[src/rtl/sio_pkg.sv]
package sio_pkg;
  localparam int unsigned BYTE_W   = 8;
  localparam int unsigned BITCNT_W = $clog2(BYTE_W);
  localparam int unsigned HALF_W   = 8;
  localparam int unsigned TOP_EXP  = 8;
  localparam int unsigned SLOW_EXP = 2;
  localparam logic [2:0]  SEL_EXT  = 3'b111;

  typedef struct packed {
    logic       msb_first;
    logic [2:0] sel;
    logic       edge_sel;
    logic       slow;
  } sio_cfg_t;

  // Half serial period minus one, in counter advances.
  function automatic logic [HALF_W-1:0] half_limit(input sio_cfg_t c);
    int unsigned e;
    if (c.slow) e = SLOW_EXP;
    else if (c.sel == 3'd0) e = TOP_EXP;
    else e = 32'd6 - 32'(c.sel);
    return HALF_W'((32'd1 << e) - 32'd1);
  endfunction

  function automatic logic cfg_ok(input sio_cfg_t c);
    return !(c.slow && (c.sel != 3'd0) && (c.sel != SEL_EXT));
  endfunction
endpackage

[src/rtl/sio_clkgen.sv]
module sio_clkgen
  import sio_pkg::*;
#(
  parameter int unsigned HW = HALF_W
) (
  input  logic          clk,
  input  logic          rst_n,
  input  logic          run,
  input  logic          idle_lvl,
  input  logic [HW-1:0] lim,
  input  logic          use_tick,
  input  logic          tick,
  output logic          sclk,
  output logic          launch,
  output logic          sample
);
  logic [HW-1:0] cnt_q, cnt_d;
  logic          lvl_q, lvl_d;
  logic          adv, flip;

  assign adv  = use_tick ? tick : 1'b1;
  assign flip = run && adv && (cnt_q == lim);

  always_comb begin
    cnt_d = cnt_q;
    lvl_d = lvl_q;
    if (!run) begin
      cnt_d = '0;
      lvl_d = idle_lvl;
    end else if (adv) begin
      if (cnt_q == lim) begin
        cnt_d = '0;
        lvl_d = ~lvl_q;
      end else begin
        cnt_d = cnt_q + 1'b1;
      end
    end
  end

  always_ff @(posedge clk or negedge rst_n) begin
    if (!rst_n) begin
      cnt_q <= '0;
      lvl_q <= 1'b1;
    end else begin
      cnt_q <= cnt_d;
      lvl_q <= lvl_d;
    end
  end

  assign sclk   = lvl_q;
  assign launch = flip && (lvl_q == idle_lvl);
  assign sample = flip && (lvl_q != idle_lvl);

  a_r2_count_in_range: assert property (@(posedge clk) disable iff (!rst_n)
    run |-> (cnt_q <= lim));
  a_r4_rest_at_idle: assert property (@(posedge clk) disable iff (!rst_n)
    !run |=> (sclk == $past(idle_lvl)));
endmodule

[src/rtl/sio_edge_sync.sv]
module sio_edge_sync (
  input  logic clk,
  input  logic rst_n,
  input  logic pin,
  output logic rise,
  output logic fall
);
  logic s1_q, s2_q, s3_q;

  always_ff @(posedge clk or negedge rst_n) begin
    if (!rst_n) begin
      s1_q <= 1'b0;
      s2_q <= 1'b0;
      s3_q <= 1'b0;
    end else begin
      s1_q <= pin;
      s2_q <= s1_q;
      s3_q <= s2_q;
    end
  end

  assign rise = s2_q & ~s3_q;
  assign fall = ~s2_q & s3_q;
endmodule

[src/rtl/sio_shifter.sv]
module sio_shifter
  import sio_pkg::*;
#(
  parameter int unsigned W  = BYTE_W,
  localparam int unsigned CW = $clog2(W)
) (
  input  logic         clk,
  input  logic         rst_n,
  input  logic         load,
  input  logic [W-1:0] tx,
  input  logic         msb,
  input  logic         launch,
  input  logic         sample,
  input  logic         sdi,
  output logic         sdo,
  output logic         last,
  output logic [W-1:0] rx_next
);
  logic [W-1:0]  tx_q, tx_d, rx_q, rx_d;
  logic [CW-1:0] n_q, n_d;

  assign rx_next = msb ? {rx_q[W-2:0], sdi} : {sdi, rx_q[W-1:1]};
  assign last    = sample && (n_q == CW'(W-1));

  always_comb begin
    tx_d = tx_q;
    rx_d = rx_q;
    n_d  = n_q;
    if (load) begin
      tx_d = tx;
      rx_d = '0;
      n_d  = '0;
    end else begin
      if (launch && (n_q != '0))
        tx_d = msb ? {tx_q[W-2:0], 1'b0} : {1'b0, tx_q[W-1:1]};
      if (sample) begin
        rx_d = rx_next;
        n_d  = n_q + 1'b1;
      end
    end
  end

  always_ff @(posedge clk or negedge rst_n) begin
    if (!rst_n) begin
      tx_q <= '0;
      rx_q <= '0;
      n_q  <= '0;
    end else begin
      tx_q <= tx_d;
      rx_q <= rx_d;
      n_q  <= n_d;
    end
  end

  assign sdo = msb ? tx_q[W-1] : tx_q[0];

  a_r7_sdo_steady: assert property (@(posedge clk) disable iff (!rst_n)
    (!launch && !load) |=> $stable(sdo));
  a_r6_no_sample_on_load: assert property (@(posedge clk) disable iff (!rst_n)
    load |-> !sample);
endmodule

[src/rtl/sio_engine.sv]
module sio_engine
  import sio_pkg::*;
(
  input  logic              clk,
  input  logic              rst_n,
  input  logic              slow_mode,
  input  logic              slow_tick,
  input  logic              cfg_msb_first,
  input  logic [2:0]        cfg_clk_sel,
  input  logic              cfg_edge_sel,
  input  logic              start,
  input  logic [BYTE_W-1:0] tx_byte,
  output logic              busy,
  output logic              done,
  output logic [BYTE_W-1:0] rx_byte,
  input  logic              sclk_i,
  output logic              sclk_o,
  output logic              sclk_oe,
  output logic              sdo,
  input  logic              sdi
);
  logic              rs1_q, rs2_q, arst_n;
  sio_cfg_t          live_c, cfg_q, cfg_d;
  logic              busy_q, busy_d, done_q;
  logic [BYTE_W-1:0] rx_q, rx_d, rx_next;
  logic              accept, ext_run, int_run, last;
  logic              i_launch, i_sample, x_rise, x_fall;
  logic              launch, sample, idle_lvl;

  // reset asserted asynchronously, released on a clock edge
  always_ff @(posedge clk or negedge rst_n) begin
    if (!rst_n) begin
      rs1_q <= 1'b0;
      rs2_q <= 1'b0;
    end else begin
      rs1_q <= 1'b1;
      rs2_q <= rs1_q;
    end
  end
  assign arst_n = rs2_q;

  assign live_c = '{msb_first: cfg_msb_first, sel: cfg_clk_sel,
                    edge_sel: cfg_edge_sel, slow: slow_mode};
  assign accept  = start && !busy_q && cfg_ok(live_c);
  assign ext_run = (cfg_q.sel == SEL_EXT);
  assign int_run = busy_q && !ext_run;
  assign idle_lvl = busy_q ? ~cfg_q.edge_sel : ~cfg_edge_sel;

  sio_clkgen #(.HW(HALF_W)) u_clk (
    .clk(clk), .rst_n(arst_n), .run(int_run), .idle_lvl(idle_lvl),
    .lim(half_limit(cfg_q)), .use_tick(cfg_q.slow), .tick(slow_tick),
    .sclk(sclk_o), .launch(i_launch), .sample(i_sample));

  sio_edge_sync u_sync (
    .clk(clk), .rst_n(arst_n), .pin(sclk_i), .rise(x_rise), .fall(x_fall));

  assign launch = busy_q && (ext_run ? (cfg_q.edge_sel ? x_rise : x_fall) : i_launch);
  assign sample = busy_q && (ext_run ? (cfg_q.edge_sel ? x_fall : x_rise) : i_sample);

  sio_shifter #(.W(BYTE_W)) u_shift (
    .clk(clk), .rst_n(arst_n), .load(accept), .tx(tx_byte),
    .msb(cfg_q.msb_first), .launch(launch), .sample(sample), .sdi(sdi),
    .sdo(sdo), .last(last), .rx_next(rx_next));

  always_comb begin
    cfg_d  = accept ? live_c : cfg_q;
    busy_d = busy_q;
    if (accept) busy_d = 1'b1;
    else if (last) busy_d = 1'b0;
    rx_d = last ? rx_next : rx_q;
  end

  always_ff @(posedge clk or negedge arst_n) begin
    if (!arst_n) begin
      cfg_q  <= '0;
      busy_q <= 1'b0;
      done_q <= 1'b0;
      rx_q   <= '0;
    end else begin
      cfg_q  <= cfg_d;
      busy_q <= busy_d;
      done_q <= last;
      rx_q   <= rx_d;
    end
  end

  assign busy    = busy_q;
  assign done    = done_q;
  assign rx_byte = rx_q;
  assign sclk_oe = busy_q ? !ext_run : (cfg_clk_sel != SEL_EXT);

  a_r6_done_pulse: assert property (@(posedge clk) disable iff (!arst_n)
    done_q |=> !done_q);
  a_r6_done_ends_busy: assert property (@(posedge clk) disable iff (!arst_n)
    done_q |-> (!busy_q && $past(busy_q)));
  a_r6_rx_on_done: assert property (@(posedge clk) disable iff (!arst_n)
    !$stable(rx_q) |-> done_q);
  a_r3_pin_released: assert property (@(posedge clk) disable iff (!arst_n)
    (busy_q && ext_run) |-> !sclk_oe);
  a_r8_cfg_frozen: assert property (@(posedge clk) disable iff (!arst_n)
    (busy_q && $past(busy_q)) |-> $stable(cfg_q));
  a_r5_code_refused: assert property (@(posedge clk) disable iff (!arst_n)
    (start && !busy_q && slow_mode && cfg_clk_sel != 3'd0 && cfg_clk_sel != SEL_EXT)
      |=> !busy_q);
endmodule

[config.mk]
export PLATFORM = sky130hd
export DESIGN_NAME = sio_engine
export DESIGN_NICKNAME = d
export VERILOG_FILES = /design/src/rtl/sio_pkg.sv /design/src/rtl/sio_clkgen.sv /design/src/rtl/sio_edge_sync.sv /design/src/rtl/sio_shifter.sv /design/src/rtl/sio_engine.sv
export SDC_FILE = /design/constraint.sdc
export NUM_CORES = 1
export LEC_CHECK = 0
export ABC_AREA = 1
export BUFFER_PORTS_ARGS = -buffer_cell sky130_fd_sc_hd__clkbuf_2
export CAP_MARGIN = 40
export CORE_ASPECT_RATIO = 1.75
export CORE_MARGIN = 10
export CORE_UTILIZATION = 34
export DETAILED_ROUTE_END_ITERATION = 10
export HOLD_SLACK_MARGIN = 0.15
export PLACE_DENSITY = 0.61
export SYNTH_ARGS = -nofsm -noshare
export SYNTH_HDL_FRONTEND = slang
export SYNTH_SLANG_ARGS = --single-unit
[constraint.sdc]
create_clock -name clk -period 1.7 [get_ports clk]
set_input_delay 0.17 -clock clk [delete_from_list [all_inputs] [get_ports clk]]
set_output_delay 0.17 -clock clk [all_outputs]
set_load 0.05 [all_outputs]
==> results by group, run 1 <==
Cells and area
  • Area Growth Syn to Fin: 37.9%
  • Share of layout cells above drive strength 1: 0.345
  • # diodes: 0
  • Final nets: 486
  • Design area: 4000 sq um

Global route
  • First-pass GRT wire length: 12700 microns
  • Overflow after GRT: 0
  • Vias in the first global route: 2769
  • Largest net degree at the start of global routing: 41
  • Overall global routing resource usage: 0.121
  • Initial antenna violation count: 0

Power and ir drop
  • Pwr dens: 1630 nW/um^2
  • Leakage: 2.06 nW
  • Maximum vdd drop: 0.712 mV

Placed design
  • Final Wtd Congestion: 0.866
  • Final HPWL DP: 5830 microns
  • Placed inst area: 3530 sq um
  • IO Port Bufs: 32

Die
  • Die Y: 142 microns
  • Initial Util: 0.349
  • Cell Rows: 44
  • Core area: 8310 sq um
  • Die area: 12800 sq um
  • I/O pin cnt: 33
  • Width of the die: 89.8 microns

Clock tree
  • Reg clk slew, reported paths: 0.07 ns
  • Clock Latency Late Sink: 0.29 ns
  • CTS tree: built
  • Clk buf depth: 2
  • Total CTS buffers: 5
  • Root buf cell: clkbuf_16
  • H-tree levels: 2
  • CTS sink cnt: 49

Drt
  • Vias per Instance: 4.77
  • Routed len/inst: 13.3 microns
  • DRT iter0 DRCs: 83
  • Final ANT Viol Nets: 0
  • Vias: 2750
  • DRC viols: 0
  • First-pass detailed-route iteration total: 4
  • Overall routed net length: 7680 microns

Synthesis
  • Sequential area share after synthesis: 0.423
  • Syn Inst Count: 382
  • Syn. warnings: 0
  • Synth unique cells: 33
  • Syn Area/Cell: 7.59 sq um
  • Synth Net Count: 408
  • Synth Cell Area: 2900 sq um
  • Synthesis-stage register bit count: 49

Timing
  • Fin crit period: 2.48 ns
  • Worst slew pin tran: 0.687 ns
  • Max Slew Vio Count: 0
  • Slack of the critical path: -0.783 ns
  • RSZ-0062 raised after global routing: yes
  • Relative slew margins: 0.534
  • Hold Violations, Final: 0
  • Hold slack: 0.150 ns
  • Aggregate negative setup slack: -27.22 ns
  • Final Setup Violations: 38
  • F_max: 0.403 GHz
  • Fin Clk Skew: 0.00440 ns
  • Final worst-path cycle share: 1.46

Outcome
  • Failing checks: setup timing
  • Outcome: complete, but fails checks

Critical path
  • WP data required: 1.89 ns
  • Startpoint types: flop
  • Setup crit end kind: flop
  • Crit Path Category: reg -> reg
  • Crit path DAT: 2.67 ns
  • Crit-path max FO: 5

Hold path
  • Path category of the worst min-delay check: in -> reg

Flow run
  • MaxCap Viol Count: 0
==> registers in the layout, indices dropped and copies added, names as in the netlist <==
signal and flops:
u_shift.tx_q 8, u_sync.s1_q 1, u_shift.n_q 3, rx_byte 8, rs1_q 1, u_sync.s3_q 1, u_shift.rx_q 8, busy 1
arst_n 1, u_clk.sclk 1, cfg_q 6, u_sync.s2_q 1, done 1, u_clk.cnt_q 8
==> cell usage in the layout, fill, tap and decap left out, types with 7 or more instances in the layout <==
cell	Yosys	layout
nor2_1	18	16
nand3_1	24	21
dfrtp_1	48	46
buf_4	0	33
dlygate4sd3_1	0	8
o21ai_0	18	15
nor2_4	4	7
nand4_1	15	15
inv_1	37	34
nand2_4	2	7
nand2_2	8	24
nand3_2	11	13
nand2_1	133	112
clkbuf_2	0	31
==> routing by layer <==
metal	track usage	wire, microns	part of all wire
met1	0.112	2790	0.36
met2	0.242	4490	0.58
met3	0.0169	140	0.018
met4	0.0667	256	0.033
met5	0	0	0
==> synthesized netlist by cell type <==
cell type	number	share of area
inv_2	4	0.0052
nand3_2	11	0.038
conb_1	1	0.0013
nand3b_1	1	0.0026
nor2_2	3	0.0065
o311ai_0	2	0.0060
nand2_1	133	0.17
nand3_4	1	0.0060
clkinv_2	1	0.0017
xnor2_1	1	0.0030
xor2_1	5	0.015
buf_6	2	0.0078
a31oi_1	6	0.013
nand4_1	15	0.032
o21ai_0	18	0.031
o211ai_1	2	0.0052
dfrtp_1	48	0.41
nor2_4	4	0.016
o21ai_1	2	0.0035
nand2_4	2	0.0078
and3_1	2	0.0043
dfstp_2	1	0.0091
mux2_2	2	0.0078
or2_2	1	0.0022
nand3_1	24	0.041
nor2_1	18	0.023
clkbuf_1	8	0.010
buf_2	3	0.0052
nand2_2	8	0.017
a21oi_1	5	0.0086
nor3_1	5	0.0086
inv_1	37	0.048
ha_1	6	0.026
==> logic make-up (layout without fill, tap and decap cells) <==
group | after synthesis | in the layout | synth area share
multiplexers | 2 | 2 | 0.00777
XOR/XNOR | 6 | 6 | 0.0181
other | 1 | 1 | 0.00129
adder cells (fa/ha/maj) | 6 | 6 | 0.0259
AO/OA/AOI/OAI | 35 | 35 | 0.0673
flip-flops | 49 | 49 | 0.423
buffers and inverters | 55 | 132 | 0.0781
AND/OR/NAND/NOR | 228 | 230 | 0.378
==> cell type report <==
type / instances / area, sq um
timing repair inverter: 1 / 8.76
clock inverter: 3 / 43.8
fill: 801 / 4320
inverter: 42 / 165
clock buffer: 5 / 125
tap: 115 / 144
multi-input combinational: 280 / 1660
timing repair buffer: 81 / 624
sequential: 49 / 1230
==> path summary, 6_finish.rpt <==
check	from	endpoint	slack [ns]	depth (start not counted)
setup / recovery	cfg_q[2]	rx_byte[0]	-0.78	16
hold / removal	cfg_edge_sel	cfg_q[1]	0.15	2
setup reg to reg	cfg_q[2]	rx_byte[0]	-0.78	16
hold reg to reg	arst_n	u_sync.s3_q	0.26	1
max in group asynchronous	arst_n	cfg_q[2]	0.67	1
min in group asynchronous	rst_n	arst_n	0.19	2
==> critical path, cell delays in order, from the launching register on <==
cell and delay, ns:
dfrtp_1 0.39, nand2_2 0.09, inv_2 0.06, ha_4 0.30, nand3_4 0.09, nor2_4 0.12
inv_2 0.06, ha_4 0.26, xor2_1 0.14, nand3_1 0.09, nor2_2 0.14, nand4_1 0.12
nand2_2 0.11, buf_6 0.14, nand3_4 0.12, nand2_1 0.11, nand2_1 0.05
==> where the power goes <==
part | total [mW] | switching, mW | internal [mW] | leakage [nW]
Clock | 1.15 | 0.451 | 0.697 | 0.0842
Combinational | 3.70 | 2.15 | 1.56 | 1.34
Sequential | 1.68 | 0.239 | 1.44 | 0.641
==> timing repair <==
action	in CTS	in global routing
cloned	2	1
setup endpoints to repair	39	39
hold buffers	8	0
resized for setup	23	25
pin swaps	20	11
hold endpoints to repair	16	0
setup buffers	4	0
==> per-stage QoR <==
stage	setup slack, ns	total power, mW	utilization	instances
after CTS	-0.813	6.42	0.471	575
after global routing	-0.987	7.04	0.481	576
final	-0.783	6.53	0.481	576
after global placement	-0.842	4.88	0.424	553
after floorplan	-0.654	3.84	-	382
after detailed placement	-0.952	4.96	0.424	553
No activity file was read; power rests on OpenSTA's default activity.
==> run 2, diff against run 1 <==
Settings changed: ABC_AREA 1 to unset, SLEW_MARGIN set to 15.
==> run 2 against run 1 <==
Compared with the run above: the flow still finishes with violations (setup timing); critical path depth down 5; non-clock buffer count is 14 higher; area after synthesis shrank 5.7%; critical endpoint unchanged; largest cell class unchanged; highest routed layer unchanged.
==> results by group, run 2 <==
Drt
  • Vias: 2201
  • First-pass detailed-route iteration total: 4
  • Routed len/inst: 15.1 microns
  • Overall routed net length: 6660 microns
  • DRT iter0 DRCs: 131
  • DRC viols: 0
  • Final ANT Viol Nets: 0
  • Vias per Instance: 4.99

Timing
  • Final Setup Violations: 38
  • Slack of the critical path: -1.35 ns
  • F_max: 0.328 GHz
  • RSZ-0062 raised after global routing: yes
  • Fin crit period: 3.05 ns
  • Hold Violations, Final: 0
  • Max Slew Vio Count: 0
  • Fin Clk Skew: 0.00651 ns
  • Hold slack: 0.178 ns
  • Final worst-path cycle share: 1.79

Power and ir drop
  • Cell Int Power: 3.70 mW
  • Leakage: 1.74 nW
  • Clock network power share: 0.194
  • Maximum vdd drop: 0.553 mV
  • Proportion of power drawn by flip-flops and latches: 0.297
  • Switch share: 0.373
  • Pwr dens: 1560 nW/um^2
  • Logic pwr share: 0.508
  • Sw Pwr: 2.20 mW

Synthesis
  • Share of the synthesized area in the top cell type: 0.439
  • Synth Net Count: 291
  • Top post-synthesis cells by area: dfrtp_1 44%, mux2i_1 5.1%, mux2_2 4.1%
  • Dominant cell type by area after synthesis: dfrtp_1
  • Syn Inst Count: 265
  • Top_reg_cell synth: dfrtp_1
  • EDFF count, synth: 0
  • Synth Cell Area: 2740 sq um
  • Top post-synthesis cells by count: 48 x dfrtp_1, 30 x nor2_1, 21 x nand2_1
  • Syn Area/Cell: 10.3 sq um
  • Async SR Flop Fraction: 1.00
  • Synthesis-stage register bit count: 49
  • Synth unique cells: 51
  • Cell with the most instances after synthesis: dfrtp_1
  • Sequential area share after synthesis: 0.449
  • Syn. warnings: 0

Global route
  • Initial antenna violation count: 0
  • Overflow after GRT: 0
  • Vias in the first global route: 2260
  • Overall global routing resource usage: 0.112
  • First-pass GRT wire length: 11000 microns
  • Largest net degree at the start of global routing: 39

Critical path
  • Crit path DAT: 3.23 ns
  • WP data required: 1.88 ns
  • Worst-case reg-to-reg path depth: 11
  • Setup crit end kind: flop
  • Crit Path Category: reg -> reg
  • Crit Reg-Reg Endpoint: rx_byte[0]
  • Critical R2R Launch: cfg_q[3]
  • Startpoint types: flop
  • R2R Setup Slk: -1.35 ns
  • Crit-path max FO: 5

Cells and area
  • Fillers: 714
  • Final nets: 376
  • Most common cell after layout, fill and taps aside: dfrtp_1
  • Sequential cell area: 1230 sq um
  • Most frequent cells in the layout: 46 x dfrtp_1, 38 x buf_4, 31 x clkbuf_2, 21 x nand2_1, 19 x nor2_1
  • Area Growth Syn to Fin: 38.4%
  • Final Util: 0.479
  • Area used by multi-input combinational logic: 1480 sq um
  • Share of layout cells above drive strength 1: 0.393
  • # diodes: 0

Placed design
  • IO Port Bufs: 32
  • Final Wtd Congestion: 0.782
  • Final HPWL DP: 4650 microns

Outcome
  • Outcome: complete, but fails checks
  • Failing checks: setup timing

Die
  • Width of the die: 87.8 microns
  • Die Y: 139 microns
  • Die area: 12200 sq um
  • Cell Rows: 43
  • I/O pin cnt: 33
  • Core area: 7910 sq um
  • Initial Util: 0.346

Clock tree
  • H-tree levels: 2
  • Clock Latency Late Sink: 0.29 ns
  • CTS tree: built
  • CTS sink cnt: 49
  • Clk buf depth: 2
  • Reg clk slew, reported paths: 0.07 ns
  • Root buf cell: clkbuf_16
  • Total CTS buffers: 5

Flow run
  • MaxCap Viol Count: 0

Hold path
  • Hold Crit Depth: 3
  • Hold EP: u_shift.tx_q[0]
  • Path category of the worst min-delay check: in -> reg
  • Hold_sp: tx_byte[0]
## run 2: cells by family after synthesis
group | synth area share
and+or+nand+nor | 0.181
DFF | 0.449
AOI/OAI and AO/OA | 0.116
buffers and inverters | 0.0718
muxes | 0.0965
xor gates and xnor gates | 0.0576
adders and majority gates | 0.0274
other | 0.00137
## run 2: worst max path at each step
stage          slack, ns  startpoint          to
2_1_floorplan      -1.54    cfg_q[3]  rx_byte[0]
3_3_place_gp       -1.35    cfg_q[3]  rx_byte[3]
3_5_place_dp       -1.41    cfg_q[3]  rx_byte[1]
4_1_cts            -1.32    cfg_q[3]  rx_byte[0]
5_1_grt            -1.43    cfg_q[3]  rx_byte[1]
6_report           -1.35    cfg_q[3]  rx_byte[0]
## run 2: timing repair
| action | 4_1_cts | 5_1_grt |
|---|---|---|
| endpoints found under the setup margin | 40 | 39 |
| gates cloned | 1 | 0 |
| buffers inserted | 5 | 1 |
| pin swaps | 5 | 9 |
| resized for setup | 25 | 27 |
| endpoints found under the hold margin | 24 | 0 |
| hold buffers | 16 | 0 |
## run 2: layout make-up
cell class / instances / area share
sequential: 49 / 0.325
tap: 90 / 0.0297
multi-input combinational: 186 / 0.391
timing repair buffer: 95 / 0.196
clock inverter: 2 / 0.0102
inverter: 13 / 0.0139
clock buffer: 6 / 0.0340
## run 2: metrics by stage
stage	std cells	total power, mW	setup WS [ns]	setup TNS (ns)	instance area [sq um]
after detailed placement	411	4.39	-1.41	-47.00	3240
after CTS	441	5.73	-1.32	-47.08	3690
after floorplan	265	3.68	-1.54	-50.69	2780
final	441	5.90	-1.35	-47.40	3790
after global routing	441	6.29	-1.43	-50.84	3790
after global placement	411	4.33	-1.35	-44.91	3240
## run 2: critical path, stage by stage, from the launching register on
cell      delay [ns]
dfrtp_1         0.38
and2_4          0.17
ha_4            0.26
or4bb_4         0.46
ha_4            0.20
or2b_1          0.16
a311oi_2        0.04
o32a_1          0.34
o31a_2          0.33
nor2b_4         0.14
buf_6           0.15
mux2_4          0.30
## run 2: power groups by stage
stage	Combinational [mW]	Clock [mW]	Sequential (mW)
floorplan	1.88	0	1.80
global placement	2.53	0	1.81
detailed placement	2.58	0	1.82
CTS	2.81	1.18	1.74
global route	3.27	1.22	1.80
finish	3.00	1.15	1.75
## run 2: per-layer routing
layer  share of wire  wire, microns  vias up  track usage
li1                -              -     1082            -
met1            0.39           2590     1074        0.121
met2            0.56           3700       38        0.197
met3           0.032            210        7       0.0200
met4           0.024            158        0       0.0548
met5               0              0        -            0
==> run 3, diff against run 2 <==
Settings changed: CORE_UTILIZATION 34 to 30, CTS_BUF_LIST set to sky130_fd_sc_hd__clkbuf_4 sky130_fd_sc_hd__clkbuf_8, PLACE_DENSITY 0.61 to 0.57.
==> run 3 against run 2 <==
Compared with the run above: the flow still finishes with violations (setup timing); critical path depth is the same; count of clock-buffer cells in the layout decreased by 1; sequential share of layout area increased by 1.3 points; die area rose by 11%; non-clock buffer count grew 2; via count rose by 0.73%; first-iteration DRC count decreased by 40%; critical path type unchanged; design area decreased by 3.8%.
==> results by group, run 3 (synthesized netlist as in run 2, its figures left out) <==
Die
  • Width of the die: 92.2 microns
  • Die Y: 146 microns
  • I/O pin cnt: 33
  • Initial Util: 0.305
  • Die area: 13500 sq um
  • Core area: 8980 sq um
  • Cell Rows: 46

Cells and area
  • Final Util: 0.406
  • Fillers: 926
  • Final nets: 378
  • Most frequent cells in the layout: 47 x buf_4, 46 x dfrtp_1, 31 x clkbuf_2, 25 x nor2_1, 21 x nand2_1
  • # diodes: 0
  • Share of layout cells above drive strength 1: 0.365
  • Most common cell after layout, fill and taps aside: buf_4
  • Area Growth Syn to Fin: 33.2%

Drt
  • First-pass detailed-route iteration total: 4
  • Routed len/inst: 13.9 microns
  • Overall routed net length: 6560 microns
  • DRC viols: 0
  • Vias per Instance: 4.69
  • Vias: 2217
  • Final ANT Viol Nets: 0
  • DRT iter0 DRCs: 79

Critical path
  • Crit-path max FO: 5
  • Setup crit end kind: flop
  • Startpoint types: flop
  • WP data required: 1.91 ns
  • Crit Path Category: reg -> reg
  • Crit path DAT: 3.21 ns

Timing
  • F_max: 0.333 GHz
  • Hold Violations, Final: 0
  • RSZ-0062 raised after global routing: yes
  • Hold slack: 0.162 ns
  • Slack of the critical path: -1.30 ns
  • Final Setup Violations: 38
  • Final worst-path cycle share: 1.77
  • Fin Clk Skew: 0.0121 ns
  • Max Slew Vio Count: 0
  • Aggregate negative setup slack: -46.09 ns
  • Fin crit period: 3.00 ns

Placed design
  • Final Wtd Congestion: 0.781
  • Final HPWL DP: 4690 microns
  • Post-Place Setup Slack: -1.42 ns
  • IO Port Bufs: 32

Flow run
  • MaxCap Viol Count: 0

Global route
  • Overflow after GRT: 0
  • Vias in the first global route: 2354
  • First-pass GRT wire length: 11000 microns
  • Initial antenna violation count: 0
  • Overall global routing resource usage: 0.0978
  • Largest net degree at the start of global routing: 48

Hold path
  • Path category of the worst min-delay check: in -> reg

Clock tree
  • Clk buf depth: 2
  • Reg clk slew, reported paths: 0.10 ns
  • H-tree levels: 2
  • CTS sink cnt: 49
  • Total CTS buffers: 5
  • Root buf cell: clkbuf_8
  • Clock Latency Late Sink: 0.32 ns
  • CTS tree: built

Power and ir drop
  • Pwr dens: 1440 nW/um^2
  • Total Power: 5.24 mW
  • Leakage: 1.69 nW
  • Maximum vdd drop: 0.612 mV

Outcome
  • Outcome: complete, but fails checks
  • Failing checks: setup timing
-- run 3: cell count changes in the layout (fill, tap and decap cells not counted), moves of 2 or more --
cell,change
buf_4,+9
nor2_1,+6
buf_6,-5
clkbuf_16,-5
clkbuf_8,+4
nor2_2,-3
nor2_4,-3
a21oi_1,+2
a21oi_2,-2
xnor2_1,+2
-- run 3: metal layers --
layer,track usage,wire length (microns)
met1,0.102,2730
met2,0.179,3480
met3,0.0210,230
met4,0.0442,130
met5,0,0
-- run 3: final timing paths --
path / startpoint / endpoint / slack, ns / cells after the start
hold reg to reg: arst_n / u_clk.cnt_q[2] / 0.24 / 1
setup / recovery: cfg_q[3] / rx_byte[0] / -1.30 / 11
setup reg to reg: cfg_q[3] / rx_byte[0] / -1.30 / 11
min in group asynchronous: rst_n / arst_n / 0.17 / 2
hold / removal: tx_byte[0] / u_shift.tx_q[0] / 0.16 / 3
max in group asynchronous: arst_n / u_clk.sclk / 1.18 / 1
-- run 3: critical path, cell delays in order (launching register included) --
cell	delay, ns
dfrtp_1	0.39
and2_4	0.17
ha_4	0.26
or4bb_1	0.40
ha_2	0.21
or2b_1	0.16
a311oi_2	0.04
o32a_1	0.34
o31a_2	0.33
nor2b_4	0.14
buf_6	0.15
mux2_4	0.30
-- run 3: timing repair --
action                                  CTS  global route
buffers inserted                          3             7
pin swaps                                 2             2
endpoints found under the setup margin   40            40
gates resized for setup                   9            17
endpoints found under the hold margin    16             0
cloned                                    1             0
hold buffers                             15             0
-- run 3: power by group --
part | internal, mW | leakage, nW | switching (mW) | total [mW]
clock network | 0.293 | 0.0481 | 0.425 | 0.718
registers | 1.50 | 0.612 | 0.258 | 1.75
logic | 1.39 | 1.03 | 1.38 | 2.77
-- run 3: area by class of cell --
class | instances | area [sq um] | share of cell area
multi-input cells | 186 | 1400 | 0.384
clock inverters | 3 | 22.5 | 0.00618
repair buffers | 97 | 724 | 0.199
clock buffers | 5 | 68.8 | 0.0189
well taps | 120 | 150 | 0.0412
flip-flops and latches | 49 | 1230 | 0.338
inverters | 13 | 48.8 | 0.0134
-- run 3: through the flow --
stage	area, sq um	cells
final	3640	473
after global routing	3640	473
after global placement	3250	439
after CTS	3540	466
after floorplan	2780	265
after detailed placement	3250	439
